$ cat config.mk
export PLATFORM = sky130hd
export DESIGN_NAME = ddc_i2c_slave
export DESIGN_NICKNAME = d
export VERILOG_FILES = /design/src/rtl/ddc_pkg.sv /design/src/rtl/ddc_sync.sv /design/src/rtl/ddc_bus_fsm.sv /design/src/rtl/ddc_regs.sv /design/src/rtl/ddc_i2c_slave.sv
export SDC_FILE = /design/constraint.sdc
export NUM_CORES = 1
export LEC_CHECK = 0
export ABC_AREA = 1
export BUFFER_PORTS_ARGS = -buffer_cell sky130_fd_sc_hd__buf_2
export CAP_MARGIN = 20
export CORE_UTILIZATION = 55
export CTS_BUF_LIST = sky130_fd_sc_hd__clkbuf_4 sky130_fd_sc_hd__clkbuf_8
export DETAILED_ROUTE_END_ITERATION = 8
export HOLD_SLACK_MARGIN = 0.15
export PLACE_DENSITY_LB_ADDON = 0.12
export SETUP_SLACK_MARGIN = 0.2
export SYNTH_ARGS = -nofsm -noshare
export SYNTH_HDL_FRONTEND = slang
export SYNTH_SLANG_ARGS = --single-unit
$ cat constraint.sdc
create_clock -name clk_i -period 4 [get_ports clk_i]
set_input_delay 0 -clock clk_i [delete_from_list [all_inputs] [get_ports clk_i]]
set_output_delay 0 -clock clk_i [all_outputs]
set_load 0.05 [all_outputs]
$ cat src/rtl/ddc_pkg.sv
package ddc_pkg;
  localparam int unsigned BYTE_BITS = 8;
  localparam int unsigned REG_AW    = 2;

  localparam logic [REG_AW-1:0] REG_DATA = 2'd0;
  localparam logic [REG_AW-1:0] REG_OWN  = 2'd1;
  localparam logic [REG_AW-1:0] REG_CTRL = 2'd2;
  localparam logic [REG_AW-1:0] REG_STAT = 2'd3;

  typedef enum logic [1:0] {
    ST_IDLE,
    ST_ADDR,
    ST_DATA,
    ST_SKIP
  } bus_state_e;
endpackage

$ cat src/rtl/ddc_sync.sv
module ddc_sync #(
  parameter int unsigned STAGES = 2
) (
  input  logic clk_i,
  input  logic rst_ni,
  input  logic d_i,
  output logic lvl_o,
  output logic rise_o,
  output logic fall_o
);
  logic [STAGES:0] pipe_q;

  always_ff @(posedge clk_i or negedge rst_ni) begin
    if (!rst_ni) pipe_q <= '1;
    else         pipe_q <= {pipe_q[STAGES-1:0], d_i};
  end

  assign lvl_o  = pipe_q[STAGES-1];
  assign rise_o = pipe_q[STAGES-1] & ~pipe_q[STAGES];
  assign fall_o = ~pipe_q[STAGES-1] & pipe_q[STAGES];
endmodule

$ cat src/rtl/ddc_bus_fsm.sv
module ddc_bus_fsm
  import ddc_pkg::*;
#(
  parameter logic [6:0] FIXED_ADDR = 7'h50
) (
  input  logic                 clk_i,
  input  logic                 rst_ni,
  input  logic                 scl_lvl_i,
  input  logic                 scl_rise_i,
  input  logic                 scl_fall_i,
  input  logic                 sda_lvl_i,
  input  logic                 sda_rise_i,
  input  logic                 sda_fall_i,
  input  logic [6:0]           own_addr_i,
  input  logic                 trx_i,
  input  logic                 release_i,
  input  logic [BYTE_BITS-1:0] tx_byte_i,
  output logic                 start_o,
  output logic                 addr_hit_o,
  output logic                 rx_load_o,
  output logic [BYTE_BITS-1:0] rx_byte_o,
  output logic                 byte_done_o,
  output logic                 rxak_load_o,
  output logic                 rxak_o,
  output logic                 scl_oe_o,
  output logic                 sda_oe_o
);
  localparam int unsigned CNT_W = $clog2(BYTE_BITS + 2);
  localparam logic [CNT_W-1:0] CNT_LAST = CNT_W'(BYTE_BITS);
  localparam logic [CNT_W-1:0] CNT_ACK  = CNT_W'(BYTE_BITS + 1);

  bus_state_e           state_q;
  logic [CNT_W-1:0]     cnt_q;
  logic [BYTE_BITS-1:0] rx_sr_q, tx_sr_q;
  logic                 ack_q, ack_ph_q, stretch_q;

  logic start_ev, stop_ev, active, match, eighth_fall, ninth_fall, tx_mode, tx_drive;

  assign start_ev    = sda_fall_i & scl_lvl_i;
  assign stop_ev     = sda_rise_i & scl_lvl_i;
  assign active      = (state_q == ST_ADDR) || (state_q == ST_DATA);
  assign match       = (rx_sr_q[7:1] == FIXED_ADDR) || (rx_sr_q[7:1] == own_addr_i);
  assign eighth_fall = active & scl_fall_i & (cnt_q == CNT_LAST) & ~ack_ph_q;
  assign ninth_fall  = active & scl_fall_i & (cnt_q == CNT_ACK);
  assign tx_mode     = (state_q == ST_DATA) & trx_i;
  // hold the last bit through the eighth low phase, never change SDA under SCL high
  assign tx_drive    = tx_mode & ~stretch_q & ~ack_ph_q & (cnt_q <= CNT_LAST) & ~tx_sr_q[BYTE_BITS-1];

  always_ff @(posedge clk_i or negedge rst_ni) begin
    if (!rst_ni) begin
      state_q   <= ST_IDLE;
      cnt_q     <= '0;
      rx_sr_q   <= '0;
      tx_sr_q   <= '1;
      ack_q     <= 1'b0;
      ack_ph_q  <= 1'b0;
      stretch_q <= 1'b0;
    end else if (start_ev) begin
      state_q   <= ST_ADDR;
      cnt_q     <= '0;
      ack_q     <= 1'b0;
      ack_ph_q  <= 1'b0;
      stretch_q <= 1'b0;
    end else if (stop_ev) begin
      state_q   <= ST_IDLE;
      cnt_q     <= '0;
      ack_q     <= 1'b0;
      ack_ph_q  <= 1'b0;
      stretch_q <= 1'b0;
    end else begin
      if (active && scl_rise_i) begin
        cnt_q <= cnt_q + 1'b1;
        if (cnt_q < CNT_LAST) rx_sr_q <= {rx_sr_q[BYTE_BITS-2:0], sda_lvl_i};
      end
      if (eighth_fall) begin
        ack_ph_q <= 1'b1;
        if (state_q == ST_ADDR && !match) state_q <= ST_SKIP;
        else ack_q <= (state_q == ST_ADDR) | ~trx_i;
      end
      if (ninth_fall) begin
        ack_q     <= 1'b0;
        ack_ph_q  <= 1'b0;
        stretch_q <= 1'b1;
        cnt_q     <= '0;
        if (state_q == ST_ADDR) state_q <= ST_DATA;
      end
      if (tx_mode && scl_fall_i && cnt_q != '0 && cnt_q < CNT_LAST)
        tx_sr_q <= {tx_sr_q[BYTE_BITS-2:0], 1'b1};
      if (stretch_q && release_i) begin
        stretch_q <= 1'b0;
        tx_sr_q   <= tx_byte_i;
      end
    end
  end

  assign start_o     = start_ev;
  assign addr_hit_o  = eighth_fall & (state_q == ST_ADDR) & match;
  assign rx_load_o   = eighth_fall & (((state_q == ST_ADDR) & match) | ((state_q == ST_DATA) & ~trx_i));
  assign rx_byte_o   = rx_sr_q;
  assign byte_done_o = ninth_fall;
  assign rxak_load_o = tx_mode & scl_rise_i & (cnt_q == CNT_LAST) & ~start_ev & ~stop_ev;
  assign rxak_o      = sda_lvl_i;
  assign scl_oe_o    = stretch_q;
  assign sda_oe_o    = ack_q | tx_drive;

  assert_skip_quiet_R6: assert property (@(posedge clk_i) disable iff (!rst_ni)
    (state_q == ST_SKIP) |-> (!sda_oe_o && !scl_oe_o));

  assert_stretch_hold_R9: assert property (@(posedge clk_i) disable iff (!rst_ni)
    (scl_oe_o && !release_i && !start_ev && !stop_ev) |=> scl_oe_o);

  assert_release_R10: assert property (@(posedge clk_i) disable iff (!rst_ni)
    (scl_oe_o && release_i) |=> !scl_oe_o);

  assert_stop_idle_R12: assert property (@(posedge clk_i) disable iff (!rst_ni)
    (stop_ev && !start_ev) |=> (!scl_oe_o && !sda_oe_o));

  assert_ack_low_scl_R8: assert property (@(posedge clk_i) disable iff (!rst_ni)
    $fell(ack_q) |-> !scl_lvl_i || start_ev || stop_ev || $past(stop_ev) || $past(start_ev));
endmodule

$ cat src/rtl/ddc_regs.sv
module ddc_regs
  import ddc_pkg::*;
(
  input  logic                 clk_i,
  input  logic                 rst_ni,
  input  logic                 we_i,
  input  logic [REG_AW-1:0]    addr_i,
  input  logic [BYTE_BITS-1:0] wdata_i,
  output logic [BYTE_BITS-1:0] rdata_o,
  input  logic                 start_i,
  input  logic                 addr_hit_i,
  input  logic                 rx_load_i,
  input  logic [BYTE_BITS-1:0] rx_byte_i,
  input  logic                 byte_done_i,
  input  logic                 rxak_load_i,
  input  logic                 rxak_i,
  output logic [6:0]           own_addr_o,
  output logic                 trx_o,
  output logic                 release_o,
  output logic                 intr_addr_o,
  output logic                 intr_byte_o
);
  logic [BYTE_BITS-1:0] data_q;
  logic [6:0]           own_q;
  logic                 trx_q, ie_q, start_f, addr_f, byte_f, rxak_q;
  logic                 wr_data, wr_own, wr_ctrl, wr_stat;

  assign wr_data = we_i && addr_i == REG_DATA;
  assign wr_own  = we_i && addr_i == REG_OWN;
  assign wr_ctrl = we_i && addr_i == REG_CTRL;
  assign wr_stat = we_i && addr_i == REG_STAT;

  always_ff @(posedge clk_i or negedge rst_ni) begin
    if (!rst_ni) begin
      data_q  <= '0;
      own_q   <= '0;
      trx_q   <= 1'b0;
      ie_q    <= 1'b0;
      start_f <= 1'b0;
      addr_f  <= 1'b0;
      byte_f  <= 1'b0;
      rxak_q  <= 1'b0;
    end else begin
      if (rx_load_i)    data_q <= rx_byte_i;
      else if (wr_data) data_q <= wdata_i;
      if (wr_own) own_q <= wdata_i[7:1];
      if (wr_ctrl) begin
        trx_q <= wdata_i[0];
        ie_q  <= wdata_i[1];
      end
      if (start_i)                     start_f <= 1'b1;
      else if (wr_stat && wdata_i[0])  start_f <= 1'b0;
      if (addr_hit_i)                  addr_f <= 1'b1;
      else if (wr_stat && wdata_i[1])  addr_f <= 1'b0;
      if (byte_done_i)                             byte_f <= 1'b1;
      else if ((wr_stat && wdata_i[2]) || wr_data) byte_f <= 1'b0;
      if (rxak_load_i) rxak_q <= rxak_i;
    end
  end

  always_comb begin
    unique case (addr_i)
      REG_DATA: rdata_o = data_q;
      REG_OWN:  rdata_o = {own_q, 1'b0};
      REG_CTRL: rdata_o = {6'd0, ie_q, trx_q};
      default:  rdata_o = {4'd0, rxak_q, byte_f, addr_f, start_f};
    endcase
  end

  assign own_addr_o  = own_q;
  assign trx_o       = trx_q;
  assign release_o   = wr_data;
  assign intr_addr_o = addr_f & ie_q;
  assign intr_byte_o = byte_f;

  assert_start_sticky_R1: assert property (@(posedge clk_i) disable iff (!rst_ni)
    (start_f && !(wr_stat && wdata_i[0])) |=> start_f);

  assert_inta_raise_R5: assert property (@(posedge clk_i) disable iff (!rst_ni)
    (addr_hit_i && ie_q && !wr_ctrl) |=> intr_addr_o);

  assert_byte_flag_R9: assert property (@(posedge clk_i) disable iff (!rst_ni)
    byte_done_i |=> intr_byte_o);
endmodule

$ cat src/rtl/ddc_i2c_slave.sv
module ddc_i2c_slave
  import ddc_pkg::*;
#(
  parameter int unsigned SYNC_STAGES = 2,
  parameter logic [6:0]  FIXED_ADDR  = 7'h50
) (
  input  logic              clk_i,
  input  logic              rst_ni,
  input  logic              scl_i,
  input  logic              sda_i,
  output logic              scl_oe_o,
  output logic              sda_oe_o,
  input  logic              reg_we_i,
  input  logic [1:0]        reg_addr_i,
  input  logic [7:0]        reg_wdata_i,
  output logic [7:0]        reg_rdata_o,
  output logic              intr_addr_o,
  output logic              intr_byte_o
);
  localparam int unsigned N_LINES = 2; // 0 = SCL, 1 = SDA

  logic [N_LINES-1:0] raw, lvl, rise, fall;
  assign raw = {sda_i, scl_i};

  for (genvar g = 0; g < N_LINES; g++) begin : g_sync
    ddc_sync #(.STAGES(SYNC_STAGES)) u_sync (
      .clk_i  (clk_i),
      .rst_ni (rst_ni),
      .d_i    (raw[g]),
      .lvl_o  (lvl[g]),
      .rise_o (rise[g]),
      .fall_o (fall[g])
    );
  end

  logic [6:0]           own_addr;
  logic                 trx, release_w, start_w, addr_hit, rx_load, byte_done, rxak_load, rxak;
  logic [BYTE_BITS-1:0] rx_byte;

  ddc_bus_fsm #(.FIXED_ADDR(FIXED_ADDR)) u_fsm (
    .clk_i       (clk_i),
    .rst_ni      (rst_ni),
    .scl_lvl_i   (lvl[0]),
    .scl_rise_i  (rise[0]),
    .scl_fall_i  (fall[0]),
    .sda_lvl_i   (lvl[1]),
    .sda_rise_i  (rise[1]),
    .sda_fall_i  (fall[1]),
    .own_addr_i  (own_addr),
    .trx_i       (trx),
    .release_i   (release_w),
    .tx_byte_i   (reg_wdata_i),
    .start_o     (start_w),
    .addr_hit_o  (addr_hit),
    .rx_load_o   (rx_load),
    .rx_byte_o   (rx_byte),
    .byte_done_o (byte_done),
    .rxak_load_o (rxak_load),
    .rxak_o      (rxak),
    .scl_oe_o    (scl_oe_o),
    .sda_oe_o    (sda_oe_o)
  );

  ddc_regs u_regs (
    .clk_i       (clk_i),
    .rst_ni      (rst_ni),
    .we_i        (reg_we_i),
    .addr_i      (reg_addr_i),
    .wdata_i     (reg_wdata_i),
    .rdata_o     (reg_rdata_o),
    .start_i     (start_w),
    .addr_hit_i  (addr_hit),
    .rx_load_i   (rx_load),
    .rx_byte_i   (rx_byte),
    .byte_done_i (byte_done),
    .rxak_load_i (rxak_load),
    .rxak_i      (rxak),
    .own_addr_o  (own_addr),
    .trx_o       (trx),
    .release_o   (release_w),
    .intr_addr_o (intr_addr_o),
    .intr_byte_o (intr_byte_o)
  );
endmodule

==> impl_metrics.py <==
metrics = {
    "worst_hold_path": {
        "worst_hold_path_type": "input pin to flop",
        "hold_depth": 6,
    },
    "timing": {
        "grt_setup_unrepaired": "no",
        "tightestPinTransition_ns": 0.644,
        "slew_headroom": 0.571,
        "min_period_ns": 1.89,
        "hold_ws_ns": 0.292,
        "report.final.hold_viol_count": 0,
        "post-route-period-util": 0.472,
        "setup_viol": 0,
        "max_freq_mhz": 530,
        "finalSetupTns_ns": 0,
        "drv_slew": 0,
        "final.setup_skew_ns": 0.00591,
    },
    "clock_tree": {
        "cts_buffers": 5,
        "cts_hold_buf": 14,
        "cts_tree": "done",
        "clock_latency_ns": 0.30,
        "ctsResizeCount": 0,
        "cts_setup_buffers": 0,
        "cts_buffer_depth": 2,
        "cts_sinks": 52,
        "htreeDepth": 2,
        "clock-root-buffer": "clkbuf_8",
        "clk_pin_slew_ns": 0.09,
    },
    "finish": {
        "insertedDiodeCount": 0,
        "nets": 418,
        "fin_util": 0.670,
        "layout-drive-gt1-share": 0.194,
        "area.growth.synth_to_final_pct": 13.8,
        "final_common_cell": "nand2_1",
        "most-common-layout-cells": "nand2_1 (116), inv_1 (44), dfrtp_1 (38)",
    },
    "detailed_routing": {
        "dr_total_vias": 2413,
        "drt_iter0_drc": 114,
        "postRouteWirelength_um": 6140,
        "routed_via_density": 5.20,
        "first_pass_iters": 5,
        "drcViolationCount": 0,
        "wl_per_cell_um": 13.2,
        "ant_nets": 0,
    },
    "global_routing": {
        "grt_pass1_vias": 2156,
        "grt_first_pass_wirelength_um": 10200,
        "grt_max_degree": 53,
        "globalRouteMet2Util": 0.376,
        "grt_antenna_before_repair": 0,
        "grt-busiest-layer": "met2",
        "met1_usage": 0.362,
        "met3_usage": 0.0407,
        "grt_usage": 0.246,
        "grt-ovfl-total": 0,
    },
    "synth": {
        "ys_ff_latch": 52,
        "synth_nets": 377,
        "synth_top_area_frac": 0.333,
        "ys_seq_area_frac": 0.462,
        "syn_inst": 355,
        "synth_area_leaders": "dfrtp_1 (33%), nand2_1 (15%), dfstp_2 (13%)",
        "yosys.cell_types.count": 36,
        "yosys.area.top_type": "dfrtp_1",
        "synth-warning-count": 0,
        "syn_area_per_cell_um2": 8.04,
        "syn_area_um2": 2860,
    },
    "floorplanning": {
        "die_height_um": 74.1,
        "design.core.area_um2": 4850,
        "dieArea_um2": 5480,
        "initial_core_util": 0.589,
        "placementRows": 25,
        "boundaryPins": 27,
        "die_x_um": 74.1,
    },
    "worst_setup_path": {
        "ff2ff_path_depth": 11,
        "timing.rr.end": "u_regs.data_q[6]$_DFFE_PN0P_",
        "path_cells": "inv_1, ha_1, nand3_2, nor2_2, inv_2, nor2_4, nand3_4, nand2_4, nand2_1, nand2_1, nand2_1",
        "path_class": "flop to flop",
        "cpMaxStageDelayCell": "dfrtp_1",
        "r2r_setup_slack_ns": 2.11,
        "required_ns": 4.20,
        "cp_common_cell": "nand2_1",
        "end_kind": "flop",
        "critical_path.startpoint": "u_fsm.state_q[1]$_DFF_PN0_",
        "arrival_ns": 2.08,
        "cp_max_fo": 17,
        "slowest_delay_ns": 0.40,
        "crit_buf_inv": 2,
        "start_kind": "flop",
        "path_depth": 11,
        "endpoint": "u_regs.data_q[6]$_DFFE_PN0P_",
        "r2r_start": "u_fsm.state_q[1]$_DFF_PN0_",
        "cp_top_family": "simple AND/OR/NAND/NOR gates",
    },
    "power_and_ir_drop": {
        "cellPowerDensity_nw_per_um2": 386,
        "vdd_drop_max_mv": 0.260,
        "leakage_nw": 1.64,
    },
    "placed_design": {
        "dp_hpwl_um": 4490,
        "gp_congestion": 0.851,
        "io_buffers": 26,
    },
    "outcome": {
        "status": "complete, no violations",
    },
    "run": {
        "maxCapViolations": 0,
    },
}
[state kept, by name (all words and copies together) (netlist names)]
| register | count |
|---|---|
| u_regs.intr_byte_o | 1 |
| u_fsm.ack_q | 1 |
| u_regs.ie_q | 1 |
| u_regs.trx_o | 1 |
| u_regs.own_addr_o | 7 |
| u_fsm.cnt_q | 4 |
| g_sync.u_sync.pipe_q | 6 |
| u_fsm.scl_oe_o | 1 |
| u_fsm.ack_ph_q | 1 |
| u_regs.rxak_q | 1 |
| u_fsm.state_q | 2 |
| u_fsm.tx_sr_q | 8 |
| u_fsm.rx_byte_o | 8 |
| u_regs.start_f | 1 |
| u_regs.addr_f | 1 |
| u_regs.data_q | 8 |
[final cells by class]
cell class	instances	area [µm²]
Multi-Input combinational cell	244	1280
Fill cell	393	1600
Clock inverter	2	16.3
Tap cell	67	83.8
Timing Repair Buffer	41	278
Clock buffer	6	76.3
Inverter	52	195
Sequential cell	52	1320
[routing by layer]
layer  vias up  part of all wire
met2        53              0.46
met4         0             0.012
met3         9             0.036
met1      1137              0.50
met5         -                 0
li1       1214                 -
[worst reg2reg max path: cells and delay by family, from the launching register on]
family	cells	cell delay, ns
fa+ha+maj	1	0.31
buf+inv	2	0.15
flops	1	0.40
simple gates	8	0.93
[synthesized netlist by cell type (all sizes together)]
library cell / instances
dfrtp: 38
clkbuf: 1
nor4: 2
nand2: 120
a21oi: 6
o21ai: 44
nor3b: 1
a31oi: 2
nand4: 8
o221ai: 1
nor2: 18
o21bai: 1
buf: 6
xor2: 1
o211ai: 1
o2111ai: 1
nor3: 3
ha: 7
dfstp: 14
nand3: 26
a21o: 1
inv: 52
and3: 1
[power by group]
group	switching (W)	internal [W]
logic	0.000198	0.000103
registers	0.0000586	0.000591
clock network	0.000173	0.000132
total	0.000430	0.000825
[logic make-up after synthesis]
logic type,Yosys count,share of synthesized area
simple gates,179,0.298
fa+ha+maj,7,0.0307
buf+inv,59,0.0898
compound gates,57,0.117
xor+xnor,1,0.00307
flops,52,0.462
[worst min path at each step]
stage	start	to	slack, ns
after floorplan	rst_ni	u_fsm.ack_ph_q$_DFFE_PN0P_	-0.30
after global placement	scl_i	g_sync[0].u_sync.pipe_q[0]$_DFF_PN1_	0.10
after detailed placement	scl_i	g_sync[0].u_sync.pipe_q[0]$_DFF_PN1_	0.11
after CTS	reg_addr_i[0]	u_regs.start_f$_DFFE_PN0P_	0.28
after global routing	sda_i	g_sync[1].u_sync.pipe_q[0]$_DFF_PN1_	0.32
final	reg_addr_i[0]	u_regs.start_f$_DFFE_PN0P_	0.29
[per-stage QoR]
| stage | area [µm²] | cells | worst slack (ns) | power [W] |
|---|---|---|---|---|
| global placement | 3020 | 442 | 2.22 | 0.000940 |
| floorplan | 2860 | 355 | 2.40 | 0.000860 |
| detailed placement | 3020 | 442 | 2.17 | 0.000946 |
| finish | 3250 | 464 | 2.11 | 0.00126 |
| global route | 3250 | 464 | 1.97 | 0.00133 |
| CTS | 3250 | 464 | 2.14 | 0.00126 |
No activity file was read; power rests on OpenSTA's default activity.
